File: src/rtl/csc_pkg.sv
// Shared constants, types and coefficient tables for the colour converter.
// Assumes 8-bit components and Q10 coefficients; widths below follow from them.
package csc_pkg;
    localparam int PIX_W  = 8;
    localparam int BUS_W  = 3 * PIX_W;
    localparam int FRAC_W = 10;
    localparam int COEF_W = 13;
    localparam int OPD_W  = PIX_W + 2;
    localparam int PROD_W = COEF_W + OPD_W;
    localparam int ACC_W  = PROD_W + 2;
    localparam int RND_W  = ACC_W - FRAC_W;
    localparam int OFF_W  = RND_W + 1;
    localparam int PIX_MAX = (1 << PIX_W) - 1;
    localparam int CHROMA_MID = 1 << (PIX_W - 1);
    localparam int STUDIO_BLACK = 16;

    typedef struct packed {
        logic inv;
        logic full;
        logic cmy;
        logic byp;
    } csc_ctrl_t;

    typedef struct packed {
        csc_ctrl_t          ctrl;
        logic [BUS_W-1:0]   pix;
    } csc_side_t;

    // Matrix coefficient for output row and operand column in the chosen mode.
    function automatic int coef(input logic inv, input logic full, input int row, input int col);
        int t [9];
        case ({inv, full})
            2'b01:   t = '{306, 601, 117, -173, -339, 512, 512, -429, -83};
            2'b00:   t = '{263, 516, 100, -152, -298, 450, 450, -377, -73};
            2'b11:   t = '{1024, 0, 1436, 1024, -352, -731, 1024, 1815, 0};
            default: t = '{1192, 0, 1634, 1192, -401, -833, 1192, 2066, 0};
        endcase
        return t[row * 3 + col];
    endfunction
endpackage

File: src/rtl/csc_delay.sv
// Tapped shift register: carries a word along the pipeline and exposes every stage.
// Assumes DEPTH >= 1; tap 0 is one register after the input.
module csc_delay #(
    parameter int W     = 8,
    parameter int DEPTH = 4
) (
    input  logic                      clk,
    input  logic                      rst_n,
    input  logic [W-1:0]              d_i,
    output logic [DEPTH-1:0][W-1:0]   tap_o
);
    for (genvar k = 0; k < DEPTH; k++) begin : g_stage
        if (k == 0) begin : g_first
            // Load the first stage from the input.
            always_ff @(posedge clk) begin
                if (!rst_n) tap_o[k] <= '0;
                else        tap_o[k] <= d_i;
            end
        end else begin : g_next
            // Shift each later stage from its predecessor.
            always_ff @(posedge clk) begin
                if (!rst_n) tap_o[k] <= '0;
                else        tap_o[k] <= tap_o[k-1];
            end
        end
    end
endmodule

File: src/rtl/csc_prep.sv
// Operand preparation (combinational): splits the source pixel into three signed
// operands, complementing primaries in the forward subtractive mode and removing
// black level and chroma midpoint in the inverse mode.
module csc_prep
    import csc_pkg::*;
(
    input  csc_ctrl_t                 ctrl_i,
    input  logic [BUS_W-1:0]          pix_i,
    output logic signed [OPD_W-1:0]   opd_o [3]
);
    // Derive each operand from its component.
    always_comb begin
        for (int i = 0; i < 3; i++) begin
            int c;
            int v;
            c = int'(pix_i[(2-i)*PIX_W +: PIX_W]);
            if (!ctrl_i.inv) begin
                v = ctrl_i.cmy ? (PIX_MAX - c) : c;
            end else if (i == 0) begin
                v = c - (ctrl_i.full ? 0 : STUDIO_BLACK);
            end else begin
                v = c - CHROMA_MID;
            end
            opd_o[i] = OPD_W'(v);
        end
    end
endmodule

File: src/rtl/csc_matrix.sv
// Three-register 3x3 matrix: products, row sums, then round-half-up and shift.
// Assumes operands and control arrive aligned; control picks the coefficient set.
module csc_matrix
    import csc_pkg::*;
(
    input  logic                      clk,
    input  logic                      rst_n,
    input  csc_ctrl_t                 ctrl_i,
    input  logic signed [OPD_W-1:0]   opd_i [3],
    output logic signed [RND_W-1:0]   rnd_o [3]
);
    localparam int HALF = 1 << (FRAC_W - 1);

    logic signed [COEF_W-1:0] coef_sel [3][3];
    logic signed [PROD_W-1:0] prod_q   [3][3];
    logic signed [ACC_W-1:0]  acc_q    [3];
    logic signed [ACC_W-1:0]  rsum     [3];

    // Pick the coefficient set for the current operands.
    always_comb begin
        for (int r = 0; r < 3; r++)
            for (int c = 0; c < 3; c++)
                coef_sel[r][c] = COEF_W'(coef(ctrl_i.inv, ctrl_i.full, r, c));
    end

    for (genvar r = 0; r < 3; r++) begin : g_row
        for (genvar c = 0; c < 3; c++) begin : g_col
            // Register one product.
            always_ff @(posedge clk) begin
                if (!rst_n) prod_q[r][c] <= '0;
                else        prod_q[r][c] <= PROD_W'(opd_i[c]) * PROD_W'(coef_sel[r][c]);
            end
        end

        // Register the row sum.
        always_ff @(posedge clk) begin
            if (!rst_n) acc_q[r] <= '0;
            else        acc_q[r] <= ACC_W'(prod_q[r][0]) + ACC_W'(prod_q[r][1]) + ACC_W'(prod_q[r][2]);
        end

        // Add the rounding half.
        always_comb rsum[r] = acc_q[r] + ACC_W'(HALF);

        // Register the rounded integer result.
        always_ff @(posedge clk) begin
            if (!rst_n) rnd_o[r] <= '0;
            else        rnd_o[r] <= RND_W'(rsum[r] >>> FRAC_W);
        end
    end
endmodule

File: src/rtl/csc_post.sv
// Two-register output stage: adds the output offsets, then clamps to the legal range
// and complements primaries for the inverse subtractive mode.
// Assumes ctrl5_i is aligned with rnd_i and ctrl6_i with the offset register.
module csc_post
    import csc_pkg::*;
(
    input  logic                      clk,
    input  logic                      rst_n,
    input  csc_ctrl_t                 ctrl5_i,
    input  csc_ctrl_t                 ctrl6_i,
    input  logic signed [RND_W-1:0]   rnd_i [3],
    output logic [BUS_W-1:0]          res_o
);
    logic signed [OFF_W-1:0] off_q [3];
    logic [BUS_W-1:0]        res_d;

    // Register each component with its output offset added.
    always_ff @(posedge clk) begin
        for (int r = 0; r < 3; r++) begin
            int ofs;
            if (ctrl5_i.inv)  ofs = 0;
            else if (r != 0)  ofs = CHROMA_MID;
            else              ofs = ctrl5_i.full ? 0 : STUDIO_BLACK;
            if (!rst_n) off_q[r] <= '0;
            else        off_q[r] <= OFF_W'(int'(rnd_i[r]) + ofs);
        end
    end

    // Clamp each component and apply the inverse complement.
    always_comb begin
        for (int r = 0; r < 3; r++) begin
            int v;
            int lo;
            int hi;
            lo = 0;
            hi = PIX_MAX;
            if (!ctrl6_i.inv && !ctrl6_i.full) begin
                lo = STUDIO_BLACK;
                hi = (r == 0) ? 235 : 240;
            end
            v = int'(off_q[r]);
            if (v < lo) v = lo;
            if (v > hi) v = hi;
            if (ctrl6_i.inv && ctrl6_i.cmy) v = PIX_MAX - v;
            res_d[(2-r)*PIX_W +: PIX_W] = PIX_W'(v);
        end
    end

    // Register the clamped pixel.
    always_ff @(posedge clk) begin
        if (!rst_n) res_o <= '0;
        else        res_o <= res_d;
    end
endmodule

File: src/rtl/csc_core.sv
// Top of the bidirectional colour converter. Eight registers from input to output:
// capture, operands, products, sums, rounding, offset, clamp, output select.
// Assumes the external pad logic uses rgb_oe / ycc_oe; disabled buses read zero.
module csc_core
    import csc_pkg::*;
(
    input  logic              clk,
    input  logic              rst_n,
    input  logic              direction,
    input  logic              full_range,
    input  logic              cmy_mode,
    input  logic              bypass,
    input  logic              out_en,
    input  logic [23:0]       rgb_in,
    input  logic [23:0]       ycc_in,
    output logic [23:0]       rgb_out,
    output logic              rgb_oe,
    output logic [23:0]       ycc_out,
    output logic              ycc_oe
);
    localparam int SIDE_W     = $bits(csc_side_t);
    localparam int SIDE_DEPTH = 6;

    csc_side_t                        side_s1;
    logic [SIDE_DEPTH-1:0][SIDE_W-1:0] side_tap;
    csc_side_t                        side_s2, side_s5, side_s6, side_s7;
    logic signed [OPD_W-1:0]          opd_d  [3];
    logic signed [OPD_W-1:0]          opd_s2 [3];
    logic signed [RND_W-1:0]          rnd_s5 [3];
    logic [BUS_W-1:0]                 res_s7;
    logic [BUS_W-1:0]                 out_q;
    logic                             out_inv_q;

    // Capture the mode bits and the selected source bus.
    always_ff @(posedge clk) begin
        if (!rst_n) side_s1 <= '0;
        else begin
            side_s1.ctrl <= '{inv: direction, full: full_range, cmy: cmy_mode, byp: bypass};
            side_s1.pix  <= direction ? ycc_in : rgb_in;
        end
    end

    csc_delay #(.W(SIDE_W), .DEPTH(SIDE_DEPTH)) i_side (
        .clk   (clk),
        .rst_n (rst_n),
        .d_i   (side_s1),
        .tap_o (side_tap)
    );

    assign side_s2 = csc_side_t'(side_tap[0]);
    assign side_s5 = csc_side_t'(side_tap[3]);
    assign side_s6 = csc_side_t'(side_tap[4]);
    assign side_s7 = csc_side_t'(side_tap[5]);

    csc_prep i_prep (
        .ctrl_i (side_s1.ctrl),
        .pix_i  (side_s1.pix),
        .opd_o  (opd_d)
    );

    // Register the prepared operands.
    always_ff @(posedge clk) begin
        for (int i = 0; i < 3; i++) begin
            if (!rst_n) opd_s2[i] <= '0;
            else        opd_s2[i] <= opd_d[i];
        end
    end

    csc_matrix i_matrix (
        .clk    (clk),
        .rst_n  (rst_n),
        .ctrl_i (side_s2.ctrl),
        .opd_i  (opd_s2),
        .rnd_o  (rnd_s5)
    );

    csc_post i_post (
        .clk     (clk),
        .rst_n   (rst_n),
        .ctrl5_i (side_s5.ctrl),
        .ctrl6_i (side_s6.ctrl),
        .rnd_i   (rnd_s5),
        .res_o   (res_s7)
    );

    // Register the output pixel, choosing the raw source in bypass.
    always_ff @(posedge clk) begin
        if (!rst_n) begin
            out_q     <= '0;
            out_inv_q <= 1'b0;
        end else begin
            out_q     <= side_s7.ctrl.byp ? side_s7.pix : res_s7;
            out_inv_q <= side_s7.ctrl.inv;
        end
    end

    // Drive the enables and gate each bus with its enable.
    always_comb begin
        rgb_oe  = out_en & out_inv_q;
        ycc_oe  = out_en & ~out_inv_q;
        rgb_out = rgb_oe ? out_q : '0;
        ycc_out = ycc_oe ? out_q : '0;
    end
endmodule

File: config.mk
export PLATFORM = sky130hd
export DESIGN_NAME = csc_core
export DESIGN_NICKNAME = d
export VERILOG_FILES = /design/src/rtl/csc_pkg.sv /design/src/rtl/csc_delay.sv /design/src/rtl/csc_prep.sv /design/src/rtl/csc_matrix.sv /design/src/rtl/csc_post.sv /design/src/rtl/csc_core.sv
export SDC_FILE = /design/constraint.sdc
export NUM_CORES = 2
export LEC_CHECK = 0
export BUFFER_PORTS_ARGS = -buffer_cell sky130_fd_sc_hd__buf_2
export CAP_MARGIN = 20
export CORE_MARGIN = 5
export CORE_UTILIZATION = 50
export CTS_BUF_LIST = sky130_fd_sc_hd__clkbuf_16
export DETAILED_ROUTE_END_ITERATION = 10
export PLACE_DENSITY = 0.68
export REMOVE_ABC_BUFFERS = 1
export SLEW_MARGIN = 5
export SYNTH_ARGS = -nofsm -noshare
export SYNTH_HDL_FRONTEND = slang
export SYNTH_HIERARCHICAL = 1
export SYNTH_SLANG_ARGS = --single-unit
File: constraint.sdc
create_clock -name clk -period 8.6 [get_ports clk]
set_clock_uncertainty 0.2 [all_clocks]
set_input_delay 0.86 -clock clk [delete_from_list [all_inputs] [get_ports clk]]
set_output_delay 0.86 -clock clk [all_outputs]
set_load 0.01 [all_outputs]
Word level (Yosys, flattened, before mapping)

Memory sizes are Yosys's and may differ from the RTL's.
Index checks and enable logic that the tools add are counted.
W data, S select, Z words.

Add/sub/neg operators: 21
Multipliers: 9
Div/mod/pow operators: 0
Magnitude comparators: 6
Equality and inequality tests: 2
Shift operators: 0
Mux-type cells: 44
Bitwise logic cells: 18
Reductions and logical operators: 5

Operator list:

| kind                     | count |
|---|---|
| $pmux W267 S3            | 1 |
| $mux W23                 | 9 |
| $mul A10 B13 Y23         | 8 |
| $gt A32 B9 Y1            | 3 |
| $mux W24                 | 4 |
| $mux W32                 | 3 |
| $add A24 B23 Y25         | 3 |
| $add A25 B11 Y25 const B | 3 |
| $mux W25                 | 3 |
| $add A23 B23 Y24         | 3 |
| $mux W10                 | 6 |
| $mux W8                  | 7 |
| $lt A16 B6 Y1            | 3 |
| $mux W16                 | 3 |
| $add A15 B9 Y16          | 2 |
| $sub A8 B8 Y9 const A    | 3 |
| $mux W5                  | 5 |
| $sub A1 B8 Y8 const A    | 3 |
| $mul A10 B12 Y22         | 1 |
| $sub A8 B8 Y9 const B    | 2 |
| $add A15 B6 Y16          | 1 |
| $or A1 B1 Y1             | 15 |
| $sub A9 B10 Y10          | 1 |
| $mux W4                  | 1 |
| 8 further kinds          | 12 |

Register bits: 320
Latch bits: 0
RAM bits: 330
ROM bits: 0
Bits of input ports: 55
Output and inout port bits: 50
Memories kept: 3

Memory list:

| name            | words | bits a word | rd ports | clocked after Yosys merged registers in | wr ports | RTL line         | text |
|---|---|---|---|---|---|---|---|
| i_matrix.prod_q | 3     | 69          | 3        | 0                                       | 3        | csc_matrix.sv:15 | `logic signed [PROD_W-1:0] prod_q [3][3];` |
| i_matrix.acc_q  | 3     | 25          | 3        | 0                                       | 3        | csc_matrix.sv:16 | `logic signed [ACC_W-1:0] acc_q [3];` |
| i_post.off_q    | 3     | 16          | 3        | 0                                       | 3        | csc_post.sv:14   | `logic signed [OFF_W-1:0] off_q [3];` |

Depth between registers and ports, before layout

Word-level depth: 9
Gate-level depth with buffers: 28

Hierarchy

The synthesis kept the hierarchy.

By module, submodules not included:

| module     | instances | cells an instance | area an instance (sq um) | sequential area each (sq um) |
|---|---|---|---|---|
| csc_matrix | 1         | 4,611             | 43,541.8                 | 5,945.7 |
| csc_delay  | 1         | 354               | 4,585.6                  | 3,363.2 |
| csc_post   | 1         | 325               | 3,284.4                  | 1,441.4 |
| csc_core   | 1         | 285               | 3,166.8                  | 1,661.6 |
| csc_prep   | 1         | 48                | 411.6                    | 0.0 |

Least setup slack after synthesis

OpenSTA, ideal clock, no wires.

Path type: reg2reg
Start: register i_side/tap_o[26] (netlist bit)
End: memory i_matrix/prod_q[1][22] (netlist bit)
Library setup time: 115 ps
Data arrival time: 6,642 ps
Data required time: 8,285 ps
Setup slack: 1,643 ps
Cell stages (with the launch flop): 26
Buffers on the path: 4
Period minus slack after synthesis: 6,957 ps
Cell sequence: dfxtp_1 clkbuf_1 inv_1 clkbuf_1 ha_1 clkbuf_1 clkbuf_1 nand2_1 inv_1 nor2_1 inv_1 fa_1 inv_1 fa_1 inv_1 fa_1 inv_1 fa_1 fa_1 inv_1 ha_1 nand3_1 o311ai_0 a41oi_1 xnor2_1 and2_1

RTL lines:

| item                            | RTL line         | text |
|---|---|---|
| start, declared                 | csc_delay.sv:10  | `output logic [DEPTH-1:0][W-1:0] tap_o` |
| start signal, assigned by index | csc_delay.sv:17  | `else tap_o[k] <= d_i;` |
| end, declared                   | csc_matrix.sv:15 |  |

==> impl_metrics.ini <==
[routing]
vias = 37200
drt_pass1_iterations = 6
wl_per_cell_um = 18.92
post-route-drc-count = 0
ant_nets = 0
via_per_inst = 5.202
drt-initial-drc-count = 2124
totalWireLength_um = 135300

[global_route]
met3_usage_pct = 4.441
use_met2_pct = 39.52
busiest_layer = met2
overflow = 0
grt_pass1_wl_um = 215600
grt_util_met1_pct = 31.04
grt_pass1_vias = 38900
grt_util_all_layers_pct = 23.69
grt_max_degree = 195
antenna_found_initial = 3

[logic_synthesis]
synthesis.area_mm2 = 0.05494
yosysWarnings = 6
syn-instance-count = 5619
postSynthAreaPerCell_um2 = 9.777

[critical_path]
r2r_setup_slack_ns = 1.26
worstPathCellList = inv_1 > ha_1 > or2_2 > nand2_1 > inv_1 > ha_1 > inv_1 > fa_1 > inv_1 > fa_1 > fa_1 > inv_1 > fa_1 > inv_1 > ha_1 > a21o_1 > a21oi_1 > nand2_1 > a21oi_1 > o31ai_1 > nor2_1 > xor2_1 > nor2_1
cp.required_ns = 8.88
critical_path_buf_inv_count = 6
regToRegEndpoint = i_matrix/prod_q[0][63]$_SDFF_PN0_
arrival_ns = 7.62
cp_slowest_cell = or2_2
cp_slowest_stage_delay_ns = 0.66
path_class = flip-flop to flip-flop
startpoint_type = flip-flop
timing.rr.start = i_side/tap_o[27]$_SDFF_PN0_
cp_top_family = adder cells
cp_max_fo = 23
path_common_cell = inv_1
worstSetupEndpointType = flip-flop
ff2ff_path_depth = 23

[floorplanning]
fp.dieW_um = 341.5
rows = 121
core_mm2 = 0.1090
start_util_pct = 50.40
num_io_pins = 105
dieArea_mm2 = 0.1166
die_h_um = 341.5

[cts]
clock_path_buffers = 3
clk_pin_slew_worst_paths_ns = 0.06
cts_resized = 0
tritoncts = done
root_buffer = clkbuf_16
cts_sinks = 618
cts_buffers = 70
h-tree-depth = 3
cts_setup_buffers = 0
cts-hold-fix-buffers = 0
insertion_delay_ns = 0.64

[sta]
slew_headroom_pct = 26.22
max_freq_mhz = 136.2
setup_tns_ns = 0
tightest_slew_ns = 1.100
setup_slack_ns = 1.260
fin_crit_sh_pct = 85.35
setup_viol = 0
drv_slew = 0
rsz0062_at_grt = false
final.min_clock_period_ns = 7.340
timing.final.hold_violations = 0

[pwr]
power_density_mw_per_mm2 = 233.1
ir_drop_mv = 0.2968
p_int_uw = 8062
total_power_uw = 13760
combPwrFrac_pct = 51.1
p_switching_uw = 5695
switching_share_pct = 41.40
power_frac_seq_pct = 27.2
leakage_uw = 0.03117
p_clk_share_pct = 21.7

[finish]
fin_cells = 7151
drive_gt1_share_pct = 5.266
final_util_pct = 54.15
fill_cells = 9715
nets = 7165
syn_to_final_growth_pct = 7.438

[job]
maxCapViolCount = 0

[placement]
place_congestion = 0.9669
io_buffer_count = 104
place_inst = 7021
dp_hpwl_um = 112800
place_ws_ns = 1.324

[status]
status = finished, final reports clean

[worst_hold_path]
worstHoldStart = i_side/tap_o[84]$_SDFF_PN0_
min_path_cells = 1
hold_end = i_side/tap_o[112]$_SDFF_PN0_
holdCritPathClass = flip-flop to flip-flop
==> placed cells by master, fill, tap and decap left out, drive strengths merged, types with 107 or more instances in the layout <==
cell type     n
inv        1136
fa          720
ha          711
dfxtp       618
and2        389
nor2        331
nand2       207
a21oi       139
buf         133
xnor2       129
nor2b       118
xor2        118
o21ai       107
==> power by group through the flow <==
stage,Clock [uW],Sequential (uW),Combinational (uW)
after floorplan,0,3570,5390
after global placement,0,3790,6860
after detailed placement,0,3800,7010
after CTS,3070,3730,7080
after global routing,3190,3780,8100
final,2990,3740,7030
==> state kept, by name, summed over array words and instances, names as in the netlist <==
name             cells
i_matrix/prod_q    204
i_side/tap_o       166
i_matrix/acc_q      48
i_post/off_q        48
i_matrix/rnd_o      45
opd_s2              30
side_s1             28
i_post/res_o        24
out_q               24
out_inv_q            1
==> worst max-delay path by stage <==
stage,startpoint,end,cells after the start
floorplan,i_side/tap_o[26]$_SDFF_PN0_,i_matrix/prod_q[2][18]$_SDFF_PN0_,21
global placement,i_side/tap_o[26]$_SDFF_PN0_,i_matrix/prod_q[0][63]$_SDFF_PN0_,24
detailed placement,i_side/tap_o[27]$_SDFF_PN0_,i_matrix/prod_q[0][63]$_SDFF_PN0_,23
CTS,i_side/tap_o[27]$_SDFF_PN0_,i_matrix/prod_q[0][63]$_SDFF_PN0_,23
global route,i_side/tap_o[27]$_SDFF_PN0_,i_matrix/prod_q[1][67]$_SDFF_PN0_,20
finish,i_side/tap_o[27]$_SDFF_PN0_,i_matrix/prod_q[0][63]$_SDFF_PN0_,23
==> cell type report <==
cell class	instances	area, um2	area share [%]
Clock buffer	72	1802	3.053
Sequential cell	618	12370	20.96
Clock inverter	56	534.3	0.9052
Multi-Input combinational cell	3738	37580	63.67
Antenna cell	2	5.005	0.008479
Inverter	1118	4202	7.118
Timing Repair Buffer	133	760.7	1.289
Tap cell	1414	1769	2.997
==> per-layer routing <==
metal,up-vias,routed length [um]
met5,-,0
met1,18280,57990
met4,0,5583
met3,240,8619
met2,883,63110
li1,17800,-
==> through the flow <==
step	hold slack, ns	instance area (um2)
final	0.2196	59020
after global routing	0.2229	59020
after detailed placement	0.2169	56680
after global placement	0.2145	56680
after floorplan	0.2118	54150
after CTS	0.2043	59020
==> worst register-to-register path: stages, from the launching register on <==
cell and delay, ns:
dfxtp_1 0.40, inv_1 0.25, ha_1 0.38, or2_2 0.66, nand2_1 0.38, inv_1 0.40
ha_1 0.23, inv_1 0.06, fa_1 0.55, inv_1 0.06, fa_1 0.51, fa_1 0.56
inv_1 0.06, fa_1 0.54, inv_1 0.05, ha_1 0.35, a21o_1 0.20, a21oi_1 0.27
nand2_1 0.08, a21oi_1 0.20, o31ai_1 0.17, nor2_1 0.13, xor2_1 0.40, nor2_1 0.11
No activity file was read; power rests on OpenSTA's default activity.
